### src/rtl/cwb_pkg.sv
package cwb_pkg;
  localparam int A_MSG_W = 14;
  localparam int B_MSG_W = 128;
  localparam int CRC_W   = 6;
  localparam int A_WORD_W = A_MSG_W + CRC_W;
  localparam int WORD_W  = B_MSG_W + CRC_W;
  localparam int IDX_W   = $clog2(B_MSG_W);

  typedef enum logic {MODE_A = 1'b0, MODE_B = 1'b1} cwMode_t;

  typedef struct packed {
    logic             load;
    logic             shift;
    logic             finishCrc;
    logic             finishBypass;
    logic [IDX_W-1:0] bitIdx;
  } cwbStrobe_t;
endpackage

### src/rtl/cwbCtrl.sv
module cwbCtrl
  import cwb_pkg::*;
(
  input  logic       clk,
  input  logic       rstN,
  input  logic       start,
  input  cwMode_t    modeIn,
  input  logic       crcEnA,
  input  logic       crcEnB,
  output cwbStrobe_t strb,
  output logic       busy,
  output logic       done
);
  typedef enum logic {ST_IDLE, ST_RUN} ctrlState_t;

  ctrlState_t       state;
  cwMode_t          modeReg;
  logic [IDX_W-1:0] cnt;
  logic [IDX_W-1:0] lastIdx;
  logic             crcWanted;

  assign crcWanted = (modeIn == MODE_B) ? crcEnB : crcEnA;
  assign lastIdx   = (modeReg == MODE_B) ? IDX_W'(B_MSG_W - 1) : IDX_W'(A_MSG_W - 1);

  always_comb begin
    strb = '0;
    strb.bitIdx = cnt;
    if (state == ST_IDLE) begin
      if (start) begin
        strb.load = 1'b1;
        strb.finishBypass = !crcWanted;
      end
    end else begin
      strb.shift = 1'b1;
      strb.finishCrc = (cnt == lastIdx);
    end
  end

  always_ff @(posedge clk or negedge rstN) begin
    if (!rstN) begin
      state   <= ST_IDLE;
      modeReg <= MODE_A;
      cnt     <= '0;
      done    <= 1'b0;
    end else begin
      done <= 1'b0;
      if (state == ST_IDLE) begin
        if (start) begin
          modeReg <= modeIn;
          cnt     <= '0;
          if (crcWanted) state <= ST_RUN;
          else           done  <= 1'b1;
        end
      end else if (cnt == lastIdx) begin
        state <= ST_IDLE;
        done  <= 1'b1;
      end else begin
        cnt <= cnt + 1'b1;
      end
    end
  end

  assign busy = (state == ST_RUN);

  // done never overlaps a running calculation
  assert_done_idle_R8: assert property (@(posedge clk) disable iff (!rstN)
    done |-> !busy);
  // busy only starts from an accepted start pulse
  assert_busy_from_start_R9: assert property (@(posedge clk) disable iff (!rstN)
    $rose(busy) |-> $past(start));
  // bit counter stays inside the message
  assert_cnt_bound_R8: assert property (@(posedge clk) disable iff (!rstN)
    busy |-> (cnt <= lastIdx));
endmodule

### src/rtl/cwbData.sv
module cwbData
  import cwb_pkg::*;
#(
  parameter logic [CRC_W-1:0] CRC_PRESET = '1,
  parameter logic [CRC_W-1:0] POLY_LOW   = 6'b000011
)(
  input  logic                clk,
  input  logic                rstN,
  input  cwbStrobe_t          strb,
  input  cwMode_t             modeIn,
  input  logic [A_WORD_W-1:0] wordA,
  input  logic [WORD_W-1:0]   wordB,
  output logic [WORD_W-1:0]   wordOut
);
  logic [B_MSG_W-1:0] msgReg;
  logic [CRC_W-1:0]   crcReg;
  logic [CRC_W-1:0]   crcNext;
  logic               fb;
  cwMode_t            modeReg;
  logic [WORD_W-1:0]  bypassWord;

  assign fb      = msgReg[strb.bitIdx] ^ crcReg[CRC_W-1];
  assign crcNext = {crcReg[CRC_W-2:0], 1'b0} ^ (fb ? POLY_LOW : '0);

  assign bypassWord = (modeIn == MODE_B) ? wordB
                                         : {{(WORD_W-A_WORD_W){1'b0}}, wordA};

  always_ff @(posedge clk or negedge rstN) begin
    if (!rstN) begin
      msgReg  <= '0;
      crcReg  <= '0;
      modeReg <= MODE_A;
      wordOut <= '0;
    end else begin
      if (strb.load) begin
        msgReg  <= (modeIn == MODE_B) ? wordB[B_MSG_W-1:0]
                                      : {{(B_MSG_W-A_MSG_W){1'b0}}, wordA[A_MSG_W-1:0]};
        crcReg  <= CRC_PRESET;
        modeReg <= modeIn;
      end else if (strb.shift) begin
        crcReg <= crcNext;
      end
      if (strb.finishBypass) begin
        wordOut <= bypassWord;
      end else if (strb.finishCrc) begin
        if (modeReg == MODE_B)
          wordOut <= {crcNext, msgReg};
        else
          wordOut <= {{(WORD_W-A_WORD_W){1'b0}}, crcNext, msgReg[A_MSG_W-1:0]};
      end
    end
  end

  // check register starts every job at the preset
  assert_preset_R2: assert property (@(posedge clk) disable iff (!rstN)
    strb.load |=> (crcReg == CRC_PRESET));
  // message held steady during the serial run
  assert_msg_hold_R9: assert property (@(posedge clk) disable iff (!rstN)
    strb.shift |=> $stable(msgReg));
  // bypass result equals the word presented at acceptance
  assert_bypass_copy_R6: assert property (@(posedge clk) disable iff (!rstN)
    strb.finishBypass |=> (wordOut == $past(bypassWord)));
  // short format keeps upper output bits zero after a computed job
  assert_short_upper_zero_R3: assert property (@(posedge clk) disable iff (!rstN)
    (strb.finishCrc && modeReg == MODE_A) |=> (wordOut[WORD_W-1:A_WORD_W] == '0));
endmodule

### src/rtl/copyWordBuilder.sv
module copyWordBuilder
  import cwb_pkg::*;
#(
  parameter logic [CRC_W-1:0] CRC_PRESET = '1,
  parameter logic [CRC_W-1:0] POLY_LOW   = 6'b000011
)(
  input  logic                clk,
  input  logic                rstN,
  input  logic                start,
  input  logic                typeSel,
  input  logic                crcEnA,
  input  logic                crcEnB,
  input  logic [A_WORD_W-1:0] wordA,
  input  logic [WORD_W-1:0]   wordB,
  output logic                busy,
  output logic                done,
  output logic [WORD_W-1:0]   wordOut
);
  cwbStrobe_t strb;
  cwMode_t    modeIn;

  assign modeIn = cwMode_t'(typeSel);

  cwbCtrl i_ctrl (
    .clk(clk), .rstN(rstN), .start(start), .modeIn(modeIn),
    .crcEnA(crcEnA), .crcEnB(crcEnB), .strb(strb), .busy(busy), .done(done)
  );

  cwbData #(.CRC_PRESET(CRC_PRESET), .POLY_LOW(POLY_LOW)) i_data (
    .clk(clk), .rstN(rstN), .strb(strb), .modeIn(modeIn),
    .wordA(wordA), .wordB(wordB), .wordOut(wordOut)
  );
endmodule

### config.mk
export PLATFORM = sky130hd
export DESIGN_NAME = copyWordBuilder
export DESIGN_NICKNAME = d
export VERILOG_FILES = /design/src/rtl/cwb_pkg.sv /design/src/rtl/cwbCtrl.sv /design/src/rtl/cwbData.sv /design/src/rtl/copyWordBuilder.sv
export SDC_FILE = /design/constraint.sdc
export NUM_CORES = 1
export LEC_CHECK = 0
export ABC_AREA = 1
export BUFFER_PORTS_ARGS = -buffer_cell sky130_fd_sc_hd__buf_2
export CAP_MARGIN = 15
export CORE_MARGIN = 2
export CORE_UTILIZATION = 50
export DETAILED_ROUTE_END_ITERATION = 10
export PLACE_DENSITY = 0.77
export SETUP_SLACK_MARGIN = 0.05
export SLEW_MARGIN = 20
export SYNTH_ARGS = -nofsm -noshare
export SYNTH_HDL_FRONTEND = slang
export SYNTH_SLANG_ARGS = --single-unit
### constraint.sdc
create_clock -name clk -period 1.78 [get_ports clk]
set_input_delay 0.445 -clock clk [delete_from_list [all_inputs] [get_ports clk]]
set_output_delay 0.445 -clock clk [all_outputs]
set_load 0.03 [all_outputs]
==> results of run 1 <==
[worst max path at each step]
stage	startpoint	end	slack [ns]	cells past startpoint
final	i_ctrl.cnt[0]	i_data.wordOut[121]	-0.40	12
after global routing	i_ctrl.cnt[0]	i_data.wordOut[2]	-0.50	12
after CTS	i_ctrl.cnt[0]	i_data.crcReg[1]	-0.27	19
after detailed placement	i_ctrl.cnt[0]	i_data.wordOut[14]	-0.31	17
after global placement	i_ctrl.cnt[0]	i_data.wordOut[15]	-0.27	18
after floorplan	i_ctrl.cnt[0]	i_data.wordOut[15]	-0.02	20
[state kept, by name, indices dropped and copies added (netlist names)]
name	flops
i_ctrl.busy	1
i_ctrl.cnt	7
i_ctrl.done	1
i_data.crcReg	6
i_data.modeReg	1
i_data.msgReg	128
i_data.wordOut	134
[tightest hold or removal path: stages]
cell and delay [ns]:
buf_2 0.09, nand3_1 0.07, o21ai_0 0.06
[kinds of logic (layout without fill, tap and decap cells)]
family / count (synthesis) / after routing / synth area share, %
AO/OA/AOI/OAI: 314 / 314 / 15.3
XOR/XNOR: 3 / 3 / 0.194
adder cells (fa/ha/maj): 1 / 1 / 0.0925
buffers and inverters: 278 / 656 / 8.87
flip-flops: 278 / 278 / 51.5
other: 0 / 4 / 0
AND/OR/NAND/NOR: 787 / 787 / 24.1
[cell type report]
cell class	instances	area, um2
Inverter	154	601
Sequential cell	278	6960
Multi-Input combinational cell	1105	6140
Antenna cell	4	10.0
Fill cell	1962	8030
Clock inverter	9	83.8
Timing Repair Buffer	447	3570
Clock buffer	45	876
Timing Repair inverter	1	20.0
Tap cell	341	427
[through the flow]
step | instance area, um2 | total power [uW] | std cells | hold WS, ns
6_report | 18700 | 34200 | 2384 | 0.129
3_5_place_dp | 15900 | 24900 | 2280 | 0.396
4_1_cts | 18100 | 32500 | 2367 | 0.130
5_1_grt | 18700 | 36000 | 2384 | 0.153
3_3_place_gp | 15900 | 24500 | 2280 | 0.396
2_1_floorplan | 13600 | 19900 | 1661 | 0.149
[what timing repair did]
| action | CTS | global route |
|---|---|---|
| gates resized for setup | 133 | 110 |
| endpoints found under the setup margin | 161 | 159 |
| hold endpoints to repair | 38 | 0 |
| setup buffers | 16 | 8 |
| hold buffers | 1 | 0 |
| pin swaps | 7 | 9 |
| cloned | 16 | 10 |
[cell usage after synthesis]
| library cell | count | share of area, % |
|---|---|---|
| a211oi_1 | 2 | 0.11 |
| a21boi_0 | 2 | 0.11 |
| a21boi_1 | 1 | 0.056 |
| a21oi_1 | 10 | 0.37 |
| a21oi_2 | 1 | 0.065 |
| a22oi_1 | 4 | 0.22 |
| a311oi_1 | 2 | 0.13 |
| a31oi_1 | 33 | 1.5 |
| buf_1 | 7 | 0.19 |
| buf_2 | 27 | 1.0 |
| buf_4 | 9 | 0.50 |
| buf_6 | 11 | 0.92 |
| clkbuf_1 | 70 | 1.9 |
| clkinv_1 | 2 | 0.056 |
| dfrtp_1 | 278 | 51 |
| ha_1 | 1 | 0.093 |
| inv_1 | 145 | 4.0 |
| inv_2 | 6 | 0.17 |
| inv_6 | 1 | 0.065 |
| nand2_1 | 522 | 14 |
| nand2_2 | 3 | 0.14 |
| nand3_1 | 206 | 7.6 |
| nand3_2 | 1 | 0.074 |
| nand4_1 | 1 | 0.046 |
| nor2_1 | 50 | 1.4 |
| nor2_2 | 1 | 0.046 |
| nor2_4 | 1 | 0.083 |
| nor2_8 | 1 | 0.15 |
| o211ai_1 | 16 | 0.89 |
| o211ai_2 | 20 | 1.9 |
| o21ai_0 | 140 | 5.2 |
| o21ai_1 | 2 | 0.074 |
| o221ai_1 | 37 | 2.4 |
| o22ai_1 | 29 | 1.3 |
| o311ai_0 | 4 | 0.26 |
| o311ai_1 | 10 | 0.65 |
| o31ai_1 | 1 | 0.056 |
| or2_1 | 1 | 0.046 |
| xnor2_1 | 1 | 0.065 |
| xor2_1 | 2 | 0.13 |
[per-layer routing]
| metal | vias to the layer above | track usage [%] | wire length (um) |
|---|---|---|---|
| met2 | 864 | 51.1 | 22200 |
| li1 | 6231 | - | - |
| met4 | 0 | 10.2 | 1870 |
| met3 | 167 | 6.21 | 4800 |
| met5 | - | 0 | 0 |
| met1 | 6812 | 43.7 | 18700 |
[power groups by stage]
| stage | Clock [uW] | Sequential, uW | Combinational, uW |
|---|---|---|---|
| 2_1_floorplan | 0 | 12700 | 7160 |
| 3_3_place_gp | 0 | 10400 | 14000 |
| 3_5_place_dp | 0 | 10500 | 14400 |
| 4_1_cts | 6150 | 10500 | 15900 |
| 5_1_grt | 6480 | 10900 | 18600 |
| 6_report | 6170 | 10700 | 17300 |
[placed cells by master (no fill, tap or decap), types with 3 or more instances in the layout]
cell / instances
nand2_1: 477
buf_2: 292
dfrtp_1: 275
nand3_1: 200
inv_1: 144
o21ai_0: 134
buf_4: 78
nand2_2: 42
clkbuf_16: 37
buf_12: 35
a31oi_1: 31
o221ai_2: 28
o22ai_1: 27
o211ai_2: 20
nor2_2: 19
nor2_1: 19
o211ai_1: 16
nor2_4: 14
buf_6: 14
buf_16: 11
o311ai_2: 9
clkbuf_8: 9
nand3_2: 7
clkbuf_1: 7
nand2_4: 6
buf_8: 6
inv_2: 5
a21oi_2: 5
a21oi_1: 5
o221ai_1: 5
diode_2: 4
o21ai_2: 4
o311ai_4: 4
o221ai_4: 4
o21ai_1: 4
a22oi_1: 4
clkinv_2: 4
inv_6: 3
==> impl_metrics.tcl, run 1 <==
set metrics [dict create \
    outcome "finished, violations left" \
    violations "negative setup slack" \
    crit_buf_inv 5 \
    syn_inst 1661 \
    synth_area_mm2 0.0135 \
    yosysWarnings 0 \
    overflow 0 \
    rows 60 \
    finalHoldViolCount 0 \
    synth_fp_nets 1822 \
    slowest_delay_ns 0.51 \
    gp_congestion 0.896 \
    final_layout_size_suffix_gt1_share_pct 33.2 \
    swShare_pct 45.0 \
    crit_slowest_cell "dfrtp_4" \
    timing.setup.tns_ns -43.25 \
    insertion_delay_ns 0.57 \
    fin_util_pct 70.0 \
    max_cap_violations 0 \
    cp_top_family "simple AND/OR/NAND/NOR gates" \
    p_int_uw 18800 \
    pre_cts_slack_ns -0.308 \
    clkPwrFrac_pct 18.1 \
    cts_tree "yes" \
    slew_violations 0 \
    cp-start-kind "register" \
    slew_headroom_pct 48.5 \
    crit_top_cell "buf_12" \
    rr_endpoint "i_data.wordOut[121]" \
    wirelength_mm 47.6 \
    critPathArrivalTime_ns 2.60 \
    netSwitchingPower_uw 15400 \
    htreeDepth 1 \
    cts_buffers 29 \
    die_w_um 168 \
    drtPass1Iterations 6 \
    r2r_cells 12 \
    fmax_mhz 458 \
    sequentialPowerShare_pct 31.3 \
    cts.clk_slew.worst_paths_ns 0.06 \
    period_needed_ns 2.18 \
    holdPathStages 3 \
    worstHoldEndpoint "i_data.msgReg[47]" \
    setup_ws_ns -0.404 \
    worst_setup_path_end_kind "register" \
    drt_iter0_markers 1436 \
    wl_per_cell_um 19.9 \
    ir_drop_mv 0.934 \
    grt_usage_pct 31.8 \
    fin_nets 2177 \
    viasPerCell 5.90 \
    worst_slew_pin_slew_ns 0.773 \
    required_ns 2.20 \
    area_growth_pct 38.3 \
    grt_max_degree 118 \
    cp_cell_sequence "clkinv_8 > buf_6 > nor2_4 > nand2_2 > a21oi_4 > nand4_1 > nand2_4 > inv_8 > buf_12 > buf_12 > nand2_1 > o211ai_2" \
    powerDensity_mw_per_mm2 1830 \
    r2r-start "i_ctrl.cnt[0]" \
    drc 0 \
    fin_skew_ns 0.0241 \
    path_max_fanout 8 \
    dp_hpwl_mm 29.4 \
    vias 14074 \
    portBuffers 295 \
    coreArea_mm2 0.0267 \
    io_pins 296 \
    setup_viol 137 \
    die_h_um 168 \
    ant_nets 0 \
    rsz0062_at_grt "true" \
    synth_seq_cells 278 \
    power.leakage_uw 0.00929 \
    criticalPathCategory "register to register" \
    initial_core_util_pct 50.6 \
    pwr-share-comb_pct 50.6 \
    min_path_type "input port to register" \
    r2r_slack_ns -0.40 \
    antenna_found_initial 4 \
    holdCritStartpoint "wordB[47]" \
    grt_pass1_vias 13510 \
    finalCritPeriodShare_pct 123 \
    clk_path_buf_depth 3 \
    ys_seq_area_share_pct 51.5 \
    postSynthAreaPerCell_um2 8.14 \
    yosysUniqueCellTypes 40 \
    grt_pass1_wl_mm 72.2 \
    die_area_mm2 0.0284 \
    root_buffer "clkbuf_16" \
    cts.sinks 278 \
]
(Power assumes the default switching activity.)
==> run 2: changes to the inputs <==
--- a/config.mk
+++ b/config.mk
@@ -7,11 +7,11 @@
 export LEC_CHECK = 0
 export ABC_AREA = 1
 export BUFFER_PORTS_ARGS = -buffer_cell sky130_fd_sc_hd__buf_2
-export CAP_MARGIN = 15
-export CORE_MARGIN = 2
+export CORE_MARGIN = 4
 export CORE_UTILIZATION = 50
 export DETAILED_ROUTE_END_ITERATION = 10
 export PLACE_DENSITY = 0.77
+export REMOVE_ABC_BUFFERS = 1
 export SETUP_SLACK_MARGIN = 0.05
 export SLEW_MARGIN = 20
 export SYNTH_ARGS = -nofsm -noshare
==> run 2 against run 1 <==
Against the previous run:
- the flow still finishes with violations (negative setup slack)
- die area increased by 4.8%
- clock power increased by 5.3%
- global-route usage decreased by 0.89 points
- clock skew decreased by 0.014 ns
- clock-buffer cell count decreased by 6
- largest cell class unchanged
- combinational power increased by 17%
==> impl_metrics.tcl, run 2 (synthesis gave the netlist of run 1 again) <==
set metrics [dict create \
    io_pins 296 \
    initial_core_util_pct 51.3 \
    grt_pass1_vias 13672 \
    viasPerCell 5.97 \
    timing.setup.tns_ns -61.90 \
    largest_register_ffs 134 \
    grt_pass1_wl_mm 73.0 \
    antenna_found_initial 0 \
    root_buffer "clkbuf_16" \
    die_h_um 172 \
    cts.sinks 278 \
    num-fill-cells 1671 \
    setup_ws_ns -0.554 \
    diodes 0 \
    rsz0062_at_grt "true" \
    drt_iter0_markers 1646 \
    final_layout_size_suffix_gt1_share_pct 39.7 \
    top_register "i_data.wordOut" \
    min_path_type "input port to register" \
    biggestRegsByFlops "i_data.wordOut x134, i_data.msgReg x128, i_ctrl.cnt x7" \
    multi_input_comb_area_mm2 0.00689 \
    required_ns 2.26 \
    pre_cts_slack_ns -0.389 \
    violations "negative setup slack" \
    drtPass1Iterations 9 \
    fin_nets 2203 \
    die_area_mm2 0.0297 \
    rows 59 \
    period_needed_ns 2.33 \
    cts_tree "yes" \
    power.leakage_uw 0.00986 \
    finalCritPeriodShare_pct 131 \
    vias 14326 \
    worst_setup_path_end_kind "register" \
    ant_nets 0 \
    holdWs_ns 0.151 \
    portBuffers 295 \
    fmax_mhz 428 \
    powerDensity_mw_per_mm2 1870 \
    mostFrequentLayoutCells "nand2_1 (380), buf_2 (292), dfrtp_1 (276)" \
    grt_usage_pct 30.9 \
    final_common_cell "nand2_1" \
    drc 0 \
    cp-start-kind "register" \
    r2r_slack_ns -0.55 \
    ir_drop_mv 1.14 \
    overflow 0 \
    fin_skew_ns 0.0105 \
    slew_headroom_pct 48.4 \
    seqCellArea_mm2 0.00696 \
    place_inst 2272 \
    outcome "finished, violations left" \
    criticalPathCategory "register to register" \
    coreArea_mm2 0.0264 \
    cts_buffers 28 \
    area_growth_pct 48.7 \
    clk_path_buf_depth 3 \
    gp_congestion 0.878 \
    finalHoldViolCount 0 \
    wl_per_cell_um 21.7 \
    setup_viol 145 \
    cts.clk_slew.worst_paths_ns 0.07 \
    max_cap_violations 0 \
    dp_hpwl_mm 29.6 \
    critPathArrivalTime_ns 2.82 \
    layoutNonFillerInstCount 2398 \
    grt_max_degree 68 \
    insertion_delay_ns 0.55 \
    die_w_um 172 \
    worst_slew_pin_slew_ns 0.774 \
    wirelength_mm 52.1 \
    path_max_fanout 6 \
    slew_violations 0 \
    htreeDepth 1 \
]
[run 2: changes by cell type in the layout (fill, tap and decap cells not counted), moves of 7 or more]
cell and delta:
nand2_2 +38, a31oi_1 -9, buf_16 +11, nor2_1 +12
nand2_1 -97, nand2_4 +57, nor2_2 -8, clkbuf_16 +7
a31oi_4 +11, inv_2 +7, buf_12 +7, inv_1 -7
[run 2: stage by stage]
step                      utilization (%)  cell area (um2)  total power (uW)
after floorplan                         -            12900             19300
after global placement               60.4            15900             24600
after CTS                            69.7            18400             33800
after global routing                 76.3            20100             39400
final                                76.3            20100             37600
after detailed placement             60.4            15900             25000
[run 2: layer usage]
layer	vias to the layer above	track usage [%]	share of wire, %	wire length (um)
met1	6938	41.2	38	19700
met3	174	6.47	9.4	4880
li1	6306	-	-	-
met4	0	11.7	4.3	2230
met2	908	50.0	49	25400
met5	-	0	0	0
[run 2: where the power goes]
part	total [uW]	switching, uW	internal (uW)
Clock	6500	2620	3870
Sequential	10900	1960	8940
Combinational	20300	12300	7910
[run 2: final timing paths]
kind,start,to,cells after the start
worst min-delay path,wordB[130],i_data.wordOut[130],3
max in group asynchronous,rstN,i_data.wordOut[110],3
worst max-delay path,i_ctrl.cnt[5],i_data.wordOut[15],11
min in group asynchronous,rstN,i_data.wordOut[43],2
worst min register to register,i_data.wordOut[55],i_data.wordOut[55],2
worst max register to register,i_ctrl.cnt[5],i_data.wordOut[15],11
[run 2: final cells by class]
| cell class | instances | share of cell area [%] |
|---|---|---|
| clock buffers | 39 | 4.20 |
| clock inverters | 12 | 0.809 |
| inverters | 154 | 3.11 |
| multi-input cells | 1105 | 34.3 |
| flip-flops and latches | 278 | 34.6 |
| well taps | 335 | 2.09 |
| repair buffers | 470 | 20.5 |
| repair inverters | 5 | 0.349 |
[run 2: worst max-delay path, cell delays in order (launching register included)]
cell      delay (ns)
dfrtp_1         0.43
nor2_2          0.18
inv_1           0.16
o21ai_2         0.26
nand4_1         0.20
buf_4           0.21
nand2_8         0.09
buf_12          0.13
inv_12          0.05
a311oi_1        0.36
o21ai_2         0.10
nand2_1         0.09
[run 2: timing repair]
action / 4_1_cts / 5_1_grt
hold endpoints to repair: 28 / 0
cloned: 25 / 16
setup endpoints to repair: 145 / 146
gates resized for setup: 154 / 289
pin swaps: 15 / 59
hold buffers: 1 / 0
buffers inserted: 17 / 19
